--- src/rtl/tilt_fmt_pkg.sv ---
// Shared constants and helpers for the tilt formatter.
// Assumes ASCII digit encoding, where '0' is 8'h30.
package tilt_fmt_pkg;
    localparam logic [7:0] ASC_ZERO = 8'h30;
    localparam logic [7:0] ASC_DOT  = 8'h2E;

    typedef enum logic {CV_IDLE, CV_RUN} conv_state_t;

    // Map one BCD nibble to its ASCII character.
    function automatic logic [7:0] nib_to_ascii(input logic [3:0] nib);
        return ASC_ZERO + {4'h0, nib};
    endfunction
endpackage

--- src/rtl/tilt_ref_sub.sv ---
// Holds the calibration zero point and forms the clamped difference.
// Assumes 'take' is high only on an edge where a sample is accepted.
// With calib high the difference is forced to 0 and the sample is latched.
module tilt_ref_sub #(
    parameter int SAMPLE_W = 8
) (
    input  logic                clk,
    input  logic                rst_n,
    input  logic                take,
    input  logic                calib,
    input  logic [SAMPLE_W-1:0] samp,
    output logic [SAMPLE_W-1:0] rel
);
    logic [SAMPLE_W-1:0] zero_q;

    // Latch a new zero point on an accepted calibration sample.
    always_ff @(posedge clk) begin
        if (!rst_n)
            zero_q <= '0;
        else if (take && calib)
            zero_q <= samp;
    end

    // Clamp at 0 below the zero point; calibration reads as 0.
    always_comb begin
        if (calib || samp < zero_q)
            rel = '0;
        else
            rel = samp - zero_q;
    end
endmodule

--- src/rtl/tilt_bcd_seq.sv ---
// Sequential shift-and-add-3 binary to BCD converter.
// Takes SAMPLE_W steps after the starting edge. 'done' pulses on the edge
// that writes the result, which is then held until the next result.
// Assumes 'start' is ignored while busy.
module tilt_bcd_seq
    import tilt_fmt_pkg::*;
#(
    parameter int SAMPLE_W = 8,
    parameter int DIGITS   = 3
) (
    input  logic                  clk,
    input  logic                  rst_n,
    input  logic                  start,
    input  logic [SAMPLE_W-1:0]   bin_in,
    output logic                  busy,
    output logic                  done,
    output logic [4*DIGITS-1:0]   bcd_out
);
    localparam int BCD_W = 4 * DIGITS;
    localparam int CNT_W = $clog2(SAMPLE_W + 1);
    localparam logic [CNT_W-1:0] LAST = CNT_W'(SAMPLE_W - 1);

    conv_state_t             st_q;
    logic [CNT_W-1:0]        cnt_q;
    logic [SAMPLE_W-1:0]     bin_q;
    logic [BCD_W-1:0]        work_q;
    logic [BCD_W-1:0]        adj;
    logic [BCD_W+SAMPLE_W-1:0] shifted;

    // Correct every nibble of 5 or more by adding 3 before the shift.
    for (genvar d = 0; d < DIGITS; d++) begin : g_adj
        always_comb begin
            if (work_q[4*d +: 4] >= 4'd5)
                adj[4*d +: 4] = work_q[4*d +: 4] + 4'd3;
            else
                adj[4*d +: 4] = work_q[4*d +: 4];
        end
    end

    // One step: the corrected digits and the binary bits move left together.
    assign shifted = {adj, bin_q} << 1;
    assign busy    = (st_q == CV_RUN);

    // Step sequencer, working registers and result register.
    always_ff @(posedge clk) begin
        if (!rst_n) begin
            st_q    <= CV_IDLE;
            cnt_q   <= '0;
            bin_q   <= '0;
            work_q  <= '0;
            bcd_out <= '0;
            done    <= 1'b0;
        end else begin
            done <= 1'b0;
            case (st_q)
                CV_IDLE: begin
                    if (start) begin
                        bin_q  <= bin_in;
                        work_q <= '0;
                        cnt_q  <= '0;
                        st_q   <= CV_RUN;
                    end
                end
                CV_RUN: begin
                    bin_q  <= shifted[SAMPLE_W-1:0];
                    work_q <= shifted[BCD_W+SAMPLE_W-1:SAMPLE_W];
                    cnt_q  <= cnt_q + 1'b1;
                    if (cnt_q == LAST) begin
                        bcd_out <= shifted[BCD_W+SAMPLE_W-1:SAMPLE_W];
                        done    <= 1'b1;
                        st_q    <= CV_IDLE;
                    end
                end
                default: st_q <= CV_IDLE;
            endcase
        end
    end
endmodule

--- src/rtl/tilt_ascii_enc.sv ---
// Turns packed BCD digits into ASCII bytes, least significant digit first.
// Assumes every nibble already holds a value from 0 to 9.
module tilt_ascii_enc
    import tilt_fmt_pkg::*;
#(
    parameter int DIGITS = 3
) (
    input  logic [4*DIGITS-1:0] bcd,
    output logic [8*DIGITS-1:0] ascii
);
    // One character per digit position.
    for (genvar d = 0; d < DIGITS; d++) begin : g_chr
        assign ascii[8*d +: 8] = nib_to_ascii(bcd[4*d +: 4]);
    end
endmodule

--- src/rtl/tilt_ascii_fmt.sv ---
// Top level: zero-point subtraction, BCD conversion and ASCII output.
// A sample is taken on samp_vld when no conversion is running; others drop.
// Assumes SAMPLE_W is between 2 and 9, so three digits always suffice.
module tilt_ascii_fmt
    import tilt_fmt_pkg::*;
#(
    parameter int SAMPLE_W = 8
) (
    input  logic                clk,
    input  logic                rst_n,
    input  logic                calib,
    input  logic [SAMPLE_W-1:0] samp,
    input  logic                samp_vld,
    output logic [7:0]          hund_ascii,
    output logic [7:0]          tens_ascii,
    output logic [7:0]          unit_ascii,
    output logic [23:0]         frac_ascii,
    output logic                res_valid
);
    localparam int DIGITS = 3;

    logic                  busy;
    logic                  take;
    logic [SAMPLE_W-1:0]   rel;
    logic [4*DIGITS-1:0]   bcd;
    logic [8*DIGITS-1:0]   chars;

    // Accept only when the converter is free.
    assign take = samp_vld && !busy;

    tilt_ref_sub #(.SAMPLE_W(SAMPLE_W)) u_ref (
        .clk   (clk),
        .rst_n (rst_n),
        .take  (take),
        .calib (calib),
        .samp  (samp),
        .rel   (rel)
    );

    tilt_bcd_seq #(.SAMPLE_W(SAMPLE_W), .DIGITS(DIGITS)) u_bcd (
        .clk     (clk),
        .rst_n   (rst_n),
        .start   (take),
        .bin_in  (rel),
        .busy    (busy),
        .done    (res_valid),
        .bcd_out (bcd)
    );

    tilt_ascii_enc #(.DIGITS(DIGITS)) u_enc (
        .bcd   (bcd),
        .ascii (chars)
    );

    // Split characters onto the digit ports; the fraction text is fixed.
    assign unit_ascii = chars[7:0];
    assign tens_ascii = chars[15:8];
    assign hund_ascii = chars[23:16];
    assign frac_ascii = {ASC_DOT, ASC_ZERO, ASC_ZERO};
endmodule

--- config.mk ---
export PLATFORM = sky130hd
export DESIGN_NAME = tilt_ascii_fmt
export DESIGN_NICKNAME = d
export VERILOG_FILES = /design/src/rtl/tilt_fmt_pkg.sv /design/src/rtl/tilt_ref_sub.sv /design/src/rtl/tilt_bcd_seq.sv /design/src/rtl/tilt_ascii_enc.sv /design/src/rtl/tilt_ascii_fmt.sv
export SDC_FILE = /design/constraint.sdc
export NUM_CORES = 1
export LEC_CHECK = 0
export ABC_CLOCK_PERIOD_IN_PS = 2200
export BUFFER_PORTS_ARGS = -buffer_cell sky130_fd_sc_hd__buf_2
export CORE_ASPECT_RATIO = 1.25
export CORE_UTILIZATION = 49
export CTS_CLUSTER_SIZE = 30
export DETAILED_ROUTE_END_ITERATION = 12
export GPL_TIMING_DRIVEN = 0
export PLACE_DENSITY_LB_ADDON = 0.25
export SKIP_CTS_REPAIR_TIMING = 1
export SYNTH_ARGS = -nofsm -noshare
export SYNTH_HDL_FRONTEND = slang
export SYNTH_SLANG_ARGS = --single-unit
--- constraint.sdc ---
create_clock -name clk -period 2.2 [get_ports clk]
set_clock_uncertainty 0.1 [all_clocks]
set_input_delay 0.33 -clock clk [delete_from_list [all_inputs] [get_ports clk]]
set_output_delay 0.33 -clock clk [all_outputs]
set_load 0.03 [all_outputs]
# Word level (Yosys, flattened, before mapping)
# Index checks and enable logic that the tools add are counted.
# word_totals
mem_bits_ro	0
latchBits	0
ram_bits	0
mem_count	0
register_bits	46
output_inout_bits	49
# op_classes
multipliers	0
n_reduce_logical	6
div_mod_pow	0
magnitude_cmp	4
mux	14
addsub	8
bitwise_logic	1
eq_ne	2
shifts	0
# op_table
cell	n
one-hot mux 12 bit (2 select lines)	1
adder 6 x 4 -> 7 bit, first input constant	3
two-way mux 8 bit	2
one-hot mux 8 bit (2 select lines)	1
greater-or-equal comparator 4 x 3 -> 1 bit, second input constant	3
two-way mux 12 bit	1
two-way mux 4 bit	3
adder 4 x 2 -> 4 bit, second input constant	2
less-than comparator 8 bit	1
one-hot mux 4 bit (2 select lines)	1
subtractor 8 bit	1
adder 4 x 1 -> 4 bit, second input constant	1
equality test 4 x 3 -> 1 bit, second input constant	1
AND reduction 2 bit	2
adder 3 x 2 -> 3 bit, second input constant	1
two-way mux 1 bit	3
two-way mux 3 bit	1
logical AND 1 bit	2
!= test 2 bit, second input constant	1
one-hot mux 1 bit (2 select lines)	1
zero test 1 bit	1
logical OR 1 bit	1
NOT 1 bit	1

# Depth between registers and ports, before layout
# Gate-level depths: netlist of run 1.
# logic_depth
word_depth	5
mapped_depth	9
ltp_nobuf	9

# Hierarchy
# A second synthesis of run 1 with hierarchy kept.
# hier_totals
hier_cells	337
hier_area_um2	2896.5
# by_module_without_submodules
module	cells_per_inst	instances	area_each_um2
tilt_bcd_seq	188	1	1760.4
tilt_ref_sub	96	1	747.0
tilt_ascii_fmt	27	1	201.4
tilt_ascii_enc	26	1	187.7

# Worst setup path after synthesis of run 1
# No wires, ideal clock.
# synth_path
path_type	input port to flip-flop
startpoint	input samp[0]
endpoint	register u_bcd.bin_q[1]
t_arrival_ps	1938
setup_time_ps	128
stages	9
required_time_ps	1972
setup_slack_ps	34
path_cell_list	inv_1 > ha_1 > inv_1 > fa_1 > a21o_2 > a221oi_2 > o21ai_2 > a221oi_1 > nor2_1
# synth_between
elab_chain_len	5
elab_cells_between_ends	6
classes_between	add/sub (1); order compare (1); mux (3); reduce/logical (1)
# synth_rtl
element	line_no	text
start: declaration	tilt_ascii_fmt.sv:12	input logic [SAMPLE_W-1:0] samp,
less-than comparator 8 bit	tilt_ref_sub.sv:26	if (calib || samp < zero_q)
logical OR 1 bit	tilt_ref_sub.sv:26	
two-way mux 8 bit *	tilt_ref_sub.sv:26	
two-way mux 8 bit *	tilt_bcd_seq.sv:57	if (start) begin
one-hot mux 8 bit (2 select lines) *	tilt_bcd_seq.sv:55	case (st_q)
end signal: assignment	tilt_bcd_seq.sv:58	bin_q <= bin_in;
end signal: assignment	tilt_bcd_seq.sv:65	bin_q <= shifted[SAMPLE_W-1:0];
end: declaration	tilt_bcd_seq.sv:25	logic [SAMPLE_W-1:0] bin_q;
# Mark *: on every way between the ends. The rest lies on a longest branch, timed or not. The select of a mux whose other input is x is not followed.
# A chain may end at the register's enable or synchronous reset.

# Final worst setup path of run 1
# layout_path
startpoint	register u_ref.zero_q[0]
endpoint	register u_bcd.bin_q[2]
# layout_between
elab_chain_len	5
elab_cells_between_ends	6
classes_between	add/sub (1); order compare (1); mux (3); reduce/logical (1)
# layout_rtl
element	line_no	text
start: declaration	tilt_ref_sub.sv:14	logic [SAMPLE_W-1:0] zero_q;
start signal: assignment	tilt_ref_sub.sv:21	zero_q <= samp;
less-than comparator 8 bit	tilt_ref_sub.sv:26	
logical OR 1 bit	tilt_ref_sub.sv:26	
two-way mux 8 bit *	tilt_ref_sub.sv:26	
two-way mux 8 bit *	tilt_bcd_seq.sv:57	
one-hot mux 8 bit (2 select lines) *	tilt_bcd_seq.sv:55	
# Marked as above.

==> results.json, run 1 <==
{
  "final_cells": 451,
  "ys.flop_type": "dfxtp_1",
  "crit_type": "flop to flop",
  "fp-row-count": 29,
  "final_max_slew_viol_count": 0,
  "vias": 2192,
  "placed_cells": 440,
  "drcViolationCount": 0,
  "power.density_nw_per_um2": 558,
  "rsz0062_at_grt": "true",
  "wl_per_cell_um": 12.3,
  "fin_nets": 416,
  "antennaDiodeCount": 0,
  "cp-start-kind": "flop",
  "regArea_um2": 922,
  "numCtsBuffers": 5,
  "hpwl_um": 4010,
  "syn_area_um2": 2650,
  "n_fill_cell": 495,
  "drt_iter0_drc": 97,
  "p_switching_mw": 0.521,
  "antenna_left": 0,
  "cts.sinks": 46,
  "slowest_stage": "a221oi_4",
  "finalSetupViolCount": 0,
  "max_stage_delay_ns": 0.37,
  "tns_ns": 0,
  "finalCritPeriodShare_pct": 98.7,
  "hold_path.class": "input pin to flop",
  "holdWs_ns": 0.174,
  "grt_max_degree": 14,
  "timing.fmax_mhz": 460,
  "ys_warn_count": 0,
  "seq_power_share_pct": 49.0,
  "multiInputGateArea_um2": 1530,
  "cap_violations": 0,
  "cp_top_family": "compound AO/OA/AOI/OAI gates",
  "clk_pin_slew_ns": 0.08,
  "synthDistinctLibCells": 43,
  "core_area_um2": 5150,
  "slew_headroom_pct": 60.5,
  "period_needed_ns": 2.17,
  "synth_cells": 321,
  "power_frac_clock_pct": 31.0,
  "critPathBufInv": 1,
  "firstDrtPassIters": 4,
  "hold_viol": 0,
  "grt_overflow_total": 0,
  "synth_top_area_share_pct": 34.7,
  "layout-drive-gt1-share_pct": 22.6,
  "die_w_um": 67.8,
  "async_flop_share_pct": 0,
  "via_per_inst": 4.86,
  "chipHeight_um": 84.3,
  "synth_top_cells_by_area": "dfxtp_1 35%, buf_4 10%, ha_1 7.1%",
  "synth_edf_count": 0,
  "ctsRootBufferMaster": "clkbuf_8",
  "peakVddDrop_uv": 358,
  "htreeDepth": 2,
  "p_int_mw": 1.24,
  "cp_max_fo": 5,
  "numPortBuffers": 23,
  "power.leakage_nw": 1.38,
  "drt-total-wl_um": 5540,
  "grt_pass1_wl_um": 8840,
  "synth_area_leader_cell": "dfxtp_1",
  "status": "finished, final reports clean",
  "synth-seq-area-share_pct": 34.7,
  "synth_seq_cells": 46,
  "io_pins": 61,
  "worst_pin_slew_ns": 0.592,
  "path_cells": "ha_4, inv_2, fa_2, a21o_4, a221oi_4, o21ai_4, a221oi_2, nor2_1",
  "areaGrowthSynthToFinish_pct": 18.7,
  "clock_latency_ns": 0.31,
  "avgSynthCellArea_um2": 8.27,
  "track_usage_pct": 20.3,
  "cts_tree": "yes",
  "dieArea_um2": 5720,
  "required_ns": 2.28,
  "arrival_ns": 2.25,
  "grt_pass1_vias": 1962,
  "crit_path_end_kind": "flop",
  "start_util_pct": 51.5,
  "clockBufferDepth": 2,
  "place_congestion": 0.812,
  "switching_share_pct": 29.6,
  "power.share.combinational_pct": 20.0,
  "antenna_found_initial": 0
}
==> layout by cell type, fill, tap and decap left out, types with 3 or more instances in the layout <==
| master | netlist | routed |
|---|---|---|
| clkbuf_8 | 0 | 6 |
| nand3b_1 | 3 | 3 |
| conb_1 | 2 | 36 |
| nor3b_1 | 16 | 16 |
| clkbuf_1 | 11 | 12 |
| mux2i_1 | 11 | 11 |
| a21o_1 | 3 | 3 |
| nor3_1 | 8 | 8 |
| inv_1 | 18 | 17 |
| o21a_1 | 3 | 3 |
| buf_2 | 4 | 27 |
| nand2_1 | 23 | 23 |
| nor2b_1 | 3 | 3 |
| a21oi_1 | 33 | 33 |
| o21ai_0 | 7 | 7 |
| xnor2_1 | 5 | 5 |
| ha_1 | 15 | 14 |
| dfxtp_1 | 46 | 45 |
| a311oi_1 | 3 | 3 |
| nand3_1 | 4 | 4 |
| buf_4 | 36 | 38 |
| nand2b_1 | 4 | 4 |
| a221oi_2 | 2 | 4 |
| nor2_1 | 34 | 34 |
==> layer usage <==
layer	GRT usage (%)	vias to the layer above	wire [um]
li1	-	1156	-
met1	23.2	986	2320
met2	36.2	44	2970
met3	3.80	6	172
met4	7.20	0	69
met5	0	-	0
==> area by class of cell <==
type | count | area share [%]
multi-input cells | 240 | 48.4
flip-flops and latches | 46 | 29.3
plain buffers | 51 | 10.5
repair buffers | 25 | 4.13
clock buffers | 7 | 2.74
well taps | 62 | 2.46
inverters | 19 | 2.26
clock inverters | 1 | 0.159
==> worst min-delay path, delay by kind of cell <==
family,cells,cell delay [ns]
mux,1,0.06
buf+inv,1,0.09
simple gates,1,0.07
==> synthesized netlist by cell type, drive strengths merged (3+ instances only) <==
master,number
a21o,4
a21oi,33
a221oi,5
a311oi,3
buf,40
clkbuf,11
dfxtp,46
ha,15
inv,18
mux2i,11
nand2,23
nand2b,4
nand3,4
nand3b,3
nor2,34
nor2b,3
nor3,8
nor3b,16
o21a,3
o21ai,8
xnor2,5
==> sequential cells by signal, indices dropped and copies added (netlist names) <==
signal,flops
u_bcd.busy,1
u_bcd.bcd_out,12
u_bcd.cnt_q,4
u_bcd.work_q,12
u_bcd.done,1
u_ref.zero_q,8
u_bcd.bin_q,8
==> power groups by stage <==
stage	clock, mW	combinational [mW]	sequential, mW
6_report	0.545	0.352	0.861
5_1_grt	0.589	0.384	0.864
4_1_cts	0.551	0.329	0.860
3_5_place_dp	0	0.328	0.880
3_3_place_gp	0	0.323	0.879
2_1_floorplan	0	0.275	0.876
==> path summary, 6_finish.rpt <==
check,startpoint,end,slack [ns],depth (start not counted)
setup / recovery,u_ref.zero_q[0],u_bcd.bin_q[2],0.03,8
hold / removal,samp[2],u_ref.zero_q[2],0.17,3
hold reg to reg,u_bcd.bcd_out[6],u_bcd.bcd_out[6],0.35,2
setup reg to reg,u_ref.zero_q[0],u_bcd.bin_q[2],0.03,8
==> kinds of logic (layout without fill, tap and decap cells) <==
group                    Yosys count  in the layout  share of synthesized area, %
other                              2             36                         0.283
adder cells (fa/ha/maj)           16             16                          7.83
AO/OA/AOI/OAI                     65             66                          15.7
buffers and inverters             70            103                          15.2
AND/OR/NAND/NOR                  104            104                          19.8
XOR/XNOR                           7              7                          2.31
flip-flops                        46             46                          34.7
multiplexers                      11             11                          4.15
==> stage by stage <==
stage	total power, mW	instance area [um^2]	utilization, %	setup slack [ns]
after CTS	1.74	3070	59.5	-0.151
after global routing	1.84	3150	61.1	-0.0450
after global placement	1.20	2970	57.7	-0.261
after detailed placement	1.21	2970	57.7	-0.309
after floorplan	1.15	2780	-	0.0342
final	1.76	3150	61.1	0.0284
(Power assumes the default switching activity.)
==> inputs of run 2 (changes only) <==
CORE_ASPECT_RATIO = 0.9   (was 1.25)
==> run 2 against run 1 <==
Effect of this change: clock-buffer cell count did not move; global-route usage rose by 1.7 points; register-to-register slack barely moved; core utilization barely moved; sequential cell count did not move; first-iteration DRC count rose by 2.1%; maximum frequency fell by 0.64%; non-clock buffer count rose by 1; highest routed layer unchanged.
==> results.json, run 2 (same netlist as run 1, synthesis figures left out) <==
{
  "status": "finished, final reports clean",
  "switching_share_pct": 29.5,
  "max_stage_delay_ns": 0.36,
  "fin_nets": 417,
  "rsz0062_at_grt": "true",
  "hold_path.class": "input pin to flop",
  "numCtsBuffers": 5,
  "place_congestion": 0.863,
  "crit_path_end_kind": "flop",
  "peakVddDrop_uv": 413,
  "arrival_ns": 2.28,
  "dieArea_um2": 5710,
  "core_area_um2": 5220,
  "final_max_slew_viol_count": 0,
  "final_core_util_pct": 61.1,
  "finalCritPeriodShare_pct": 99.3,
  "antenna_found_initial": 0,
  "n_fill_cell": 480,
  "power.share.combinational_pct": 20.3,
  "clock_latency_ns": 0.31,
  "p_switching_mw": 0.535,
  "grt_overflow_total": 0,
  "io_pins": 61,
  "chipHeight_um": 71.8,
  "cp_max_fo": 3,
  "vias": 2234,
  "cts.sinks": 46,
  "drcViolationCount": 0,
  "met2_usage_pct": 36.3,
  "mostFrequentLayoutCells": "45 x dfxtp_1, 39 x buf_4, 36 x conb_1",
  "areaGrowthSynthToFinish_pct": 20.3,
  "antennaDiodeCount": 0,
  "final_area_um2": 3190,
  "place_area_um2": 2980,
  "drt_iter0_drc": 99,
  "power.density_nw_per_um2": 568,
  "top_regs": "u_bcd.bcd_out: 12 flops, u_bcd.work_q: 12 flops",
  "grt_pass1_vias": 2071,
  "hold_viol": 0,
  "required_ns": 2.29,
  "hpwl_um": 4100,
  "crit_type": "flop to flop",
  "path_cells": "ha_4, inv_2, fa_2, a21o_4, a221oi_4, buf_4, xnor2_2, a221oi_2, nor2_1",
  "drt-total-wl_um": 5930,
  "htreeDepth": 2,
  "clk_pin_slew_ns": 0.09,
  "start_util_pct": 50.8,
  "grt_max_degree": 15,
  "power.leakage_nw": 1.40,
  "ctsRootBufferMaster": "clkbuf_8",
  "track_usage_pct": 22.0,
  "antenna_left": 0,
  "place_ws_ns": -0.282,
  "numPortBuffers": 23,
  "final_common_cell": "dfxtp_1",
  "top_usage_layer": "met2",
  "wl_per_cell_um": 13.0,
  "worst_pin_slew_ns": 0.576,
  "r2r_slack_ns": 0.01,
  "cts_tree": "yes",
  "grt_use_met1_pct": 28.3,
  "layout-drive-gt1-share_pct": 23.3,
  "firstDrtPassIters": 4,
  "slowest_stage": "dfxtp_2",
  "tns_ns": 0,
  "slew_headroom_pct": 61.5,
  "seq_power_share_pct": 47.5,
  "via_per_inst": 4.89,
  "cap_violations": 0,
  "fp-row-count": 25,
  "power.total_mw": 1.81,
  "clockBufferDepth": 2,
  "timing.fmax_mhz": 458,
  "period_needed_ns": 2.19,
  "finalSetupViolCount": 0,
  "p_int_mw": 1.28,
  "cp-start-kind": "flop",
  "setup_slack_ns": 0.0143,
  "grt_pass1_wl_um": 9630,
  "power_frac_clock_pct": 32.2,
  "die_w_um": 79.6,
  "met3_usage_pct": 4.97
}
==> run 2: cell types whose count changed in the layout (fill, tap and decap cells not counted) <==
cell	before	now
clkbuf_8	6	7
o21ai_2	1	0
buf_4	38	39
xnor2_2	0	1
o21ai_4	1	2
xnor2_1	5	4
clkbuf_1	12	11
clkinv_2	1	0
clkinv_4	0	1
==> run 2: power by group through the flow <==
| stage | registers (mW) | clock network (mW) | logic (mW) |
|---|---|---|---|
| global placement | 0.879 | 0 | 0.323 |
| CTS | 0.860 | 0.603 | 0.330 |
| finish | 0.861 | 0.584 | 0.368 |
| detailed placement | 0.879 | 0 | 0.328 |
| global route | 0.863 | 0.626 | 0.398 |
| floorplan | 0.876 | 0 | 0.275 |
==> run 2: final cells by class <==
type	count	area, um^2	share of cell area [%]
multi-input cells	240	1540	48.3
flip-flops and latches	46	922	28.9
plain buffers	51	332	10.4
repair buffers	26	138	4.31
clock buffers	7	96.3	3.02
well taps	67	83.8	2.63
inverters	19	71.3	2.23
clock inverters	1	8.76	0.274
==> run 2: critical path, delay by kind of cell (launching register included) <==
| family | cells | cell delay [ns] |
|---|---|---|
| AO/OA/AOI/OAI | 3 | 0.78 |
| XOR/XNOR | 1 | 0.06 |
| adder cells (fa/ha/maj) | 2 | 0.49 |
| buffers and inverters | 2 | 0.22 |
| flip-flops | 1 | 0.36 |
| AND/OR/NAND/NOR | 1 | 0.06 |
==> run 2: worst paths after layout <==
path / startpoint / depth (start not counted) / to
setup / recovery: u_ref.zero_q[0] / 9 / u_bcd.bin_q[6]
hold / removal: samp[3] / 3 / u_ref.zero_q[3]
hold reg to reg: u_bcd.bcd_out[6] / 2 / u_bcd.bcd_out[6]
setup reg to reg: u_ref.zero_q[0] / 9 / u_bcd.bin_q[6]
==> run 2: layer usage <==
metal,wire length [um],part of all wire [%]
met3,428,7.2
met4,80,1.3
met5,0,0
met2,2800,47
met1,2620,44
==> run 2: through the flow <==
stage / hold WS, ns / instances
detailed placement: 0.344 / 445
finish: 0.170 / 457
global placement: 0.343 / 445
global route: 0.181 / 457
CTS: 0.167 / 453
floorplan: 0.336 / 355
==> inputs of run 3 (changes only) <==
ABC_AREA = 1   (was unset)
CORE_UTILIZATION = 50   (was 49)
PLACE_DENSITY = 0.76   (was unset)
PLACE_DENSITY_LB_ADDON = unset   (was 0.25)
SYNTH_HIERARCHICAL = 1   (was unset)
==> run 3 against run 2 <==
Effect of this change: sequential share of layout area down 0.85 points; critical path type unchanged; global-route usage fell by 2.7 points; largest power group unchanged; sequential power hardly changed; worst hold slack better by 0.049 ns; highest routed layer unchanged; register-to-register slack improved by 0.21 ns; combinational power grew 9.8%; largest cell class unchanged.
==> results.json, run 3 <==
{
  "place_congestion": 0.808,
  "power.density_nw_per_um2": 551,
  "chipHeight_um": 73.8,
  "synth_cells": 408,
  "rsz0062_at_grt": "false",
  "worst_pin_slew_ns": 0.503,
  "synth_area_leader_cell": "dfxtp_1",
  "mostFrequentLayoutCells": "102 x nand2_1, 54 x inv_1, 49 x buf_4",
  "tns_ns": 0,
  "peakVddDrop_uv": 279,
  "areaGrowthSynthToFinish_pct": 14.5,
  "final_max_slew_viol_count": 0,
  "r2r_slack_ns": 0.22,
  "start_util_pct": 53.3,
  "hold_viol": 0,
  "track_usage_pct": 19.2,
  "synth-seq-area-share_pct": 32.1,
  "synthDistinctLibCells": 32,
  "vias": 2439,
  "finalCritPeriodShare_pct": 90.0,
  "drcViolationCount": 0,
  "async_flop_share_pct": 0,
  "dieArea_um2": 6040,
  "finalSetupViolCount": 0,
  "top_regs": "u_bcd/bcd_out: 12 flops, u_bcd/work_q: 12 flops",
  "p_switching_mw": 0.587,
  "fin_nets": 499,
  "n_fill_cell": 532,
  "cp_max_fo": 7,
  "drt-total-wl_um": 5330,
  "grt_pass1_vias": 2042,
  "synth_top_cells_by_area": "dfxtp_1 32%, nand2_1 13%, buf_4 13%",
  "worstRegToRegCells": 13,
  "synth_seq_cells": 46,
  "wl_per_cell_um": 9.88,
  "antenna_found_initial": 0,
  "grt_overflow_total": 0,
  "min_to": "u_ref/zero_q[7]",
  "die_w_um": 81.8,
  "period_needed_ns": 1.98,
  "numCtsBuffers": 5,
  "r2r_end": "u_bcd/bin_q[3]",
  "cp-start-kind": "flop",
  "multiInputGateArea_um2": 1440,
  "io_pins": 61,
  "place_ws_ns": 0.0898,
  "seq_power_share_pct": 47.7,
  "yosysMostFrequentCell": "nand2_1",
  "r2r_start": "u_ref/zero_q[0]",
  "power.share.combinational_pct": 22.3,
  "antenna_left": 0,
  "power.total_mw": 1.81,
  "clock_latency_ns": 0.31,
  "synth_edf_count": 0,
  "final_common_cell": "nand2_1",
  "crit_path_end_kind": "flop",
  "drt_iter0_drc": 188,
  "grt_pass1_wl_um": 8960,
  "arrival_ns": 2.08,
  "clk_pin_slew_ns": 0.09,
  "ys_warn_count": 6,
  "power_frac_clock_pct": 30.0,
  "htreeDepth": 2,
  "required_ns": 2.30,
  "synth_top_area_share_pct": 32.1,
  "hold_depth": 3,
  "avgSynthCellArea_um2": 7.03,
  "regArea_um2": 921,
  "p_int_mw": 1.22,
  "grt_max_degree": 17,
  "antennaDiodeCount": 0,
  "setup_slack_ns": 0.220,
  "firstDrtPassIters": 4,
  "core_area_um2": 5380,
  "layout-drive-gt1-share_pct": 22.5,
  "hold_start": "samp[7]",
  "syn_area_um2": 2870,
  "cap_violations": 0,
  "switching_share_pct": 32.4,
  "ys.flop_type": "dfxtp_1",
  "hpwl_um": 3980,
  "via_per_inst": 4.53,
  "cts.sinks": 46,
  "clockBufferDepth": 2,
  "status": "finished, final reports clean",
  "crit_type": "flop to flop",
  "numPortBuffers": 24,
  "fp-row-count": 25,
  "power.leakage_nw": 1.71,
  "ctsRootBufferMaster": "clkbuf_8",
  "synth_common_cells": "102 x nand2_1, 54 x inv_1, 49 x buf_4",
  "timing.fmax_mhz": 505,
  "slew_headroom_pct": 66.4,
  "cts_tree": "yes",
  "hold_path.class": "input pin to flop"
}
-- run 3: cell types whose count changed in the layout (fill, tap and decap cells not counted), moves of 7 or more --
cell      delta
nor3b_1     -16
nand2_1     +79
buf_4       +10
nor2_1      -24
nand3_1     +33
inv_1       +37
clkbuf_1    -10
o21ai_0     +11
nor3_1       -7
mux2i_1     -10
-- run 3: worst max-delay path by stage --
stage	start	to	cells after the start	slack, ns
2_1_floorplan	samp[0]	u_bcd/bin_q[3]	14	0.35
4_1_cts	u_ref/zero_q[0]	u_bcd/bin_q[3]	13	0.19
6_report	u_ref/zero_q[0]	u_bcd/bin_q[3]	13	0.22
3_3_place_gp	samp[0]	u_bcd/bin_q[3]	15	0.09
5_1_grt	u_ref/zero_q[0]	u_bcd/bin_q[3]	13	0.04
3_5_place_dp	samp[0]	u_bcd/bin_q[7]	15	0.09
-- run 3: cell families after synthesis --
family	synth area share (%)
simple gates	27.5
buf+inv	22.0
compound gates	9.64
flops	32.1
fa+ha+maj	7.24
other cells	0.523
xor+xnor	0.611
mux	0.349
-- run 3: metrics by stage --
stage | hold slack (ns) | utilization, % | cell area [um^2] | instances
2_1_floorplan | 0.327 | - | 2990 | 440
3_3_place_gp | 0.338 | 59.3 | 3190 | 531
3_5_place_dp | 0.341 | 59.3 | 3190 | 531
4_1_cts | 0.216 | 61.0 | 3280 | 539
5_1_grt | 0.234 | 61.0 | 3280 | 539
6_report | 0.219 | 61.0 | 3280 | 539
-- run 3: critical path, cell delays in order (launching register included) --
cell and delay (ns):
dfxtp_1 0.35, ha_1 0.14, inv_1 0.06, fa_1 0.40, nand2_1 0.10, nand2_1 0.10, nand3_2 0.09, nand2_2 0.07
nand2_4 0.12, nor2_2 0.05, inv_1 0.05, o21ai_0 0.09, o21ai_1 0.13, inv_1 0.05
-- run 3: power by group through the flow --
stage | clock [mW] | combinational, mW | sequential, mW
global placement | 0 | 0.395 | 0.881
CTS | 0.562 | 0.402 | 0.863
floorplan | 0 | 0.337 | 0.880
detailed placement | 0 | 0.398 | 0.882
finish | 0.543 | 0.404 | 0.863
global route | 0.587 | 0.450 | 0.865
-- run 3: layout make-up --
cell class / instances / share of cell area (%)
clock buffer: 5 / 2.10
tap: 67 / 2.55
sequential: 46 / 28.0
clock inverter: 3 / 0.724
buffer: 58 / 12.9
multi-input combinational: 281 / 43.7
timing repair buffer: 24 / 3.66
inverter: 55 / 6.32
-- run 3: per-layer routing --
layer | wire [um] | track usage, %
met2 | 2310 | 30.1
met5 | 0 | 0
met4 | 51 | 7.02
met1 | 2660 | 26.1
met3 | 310 | 3.73
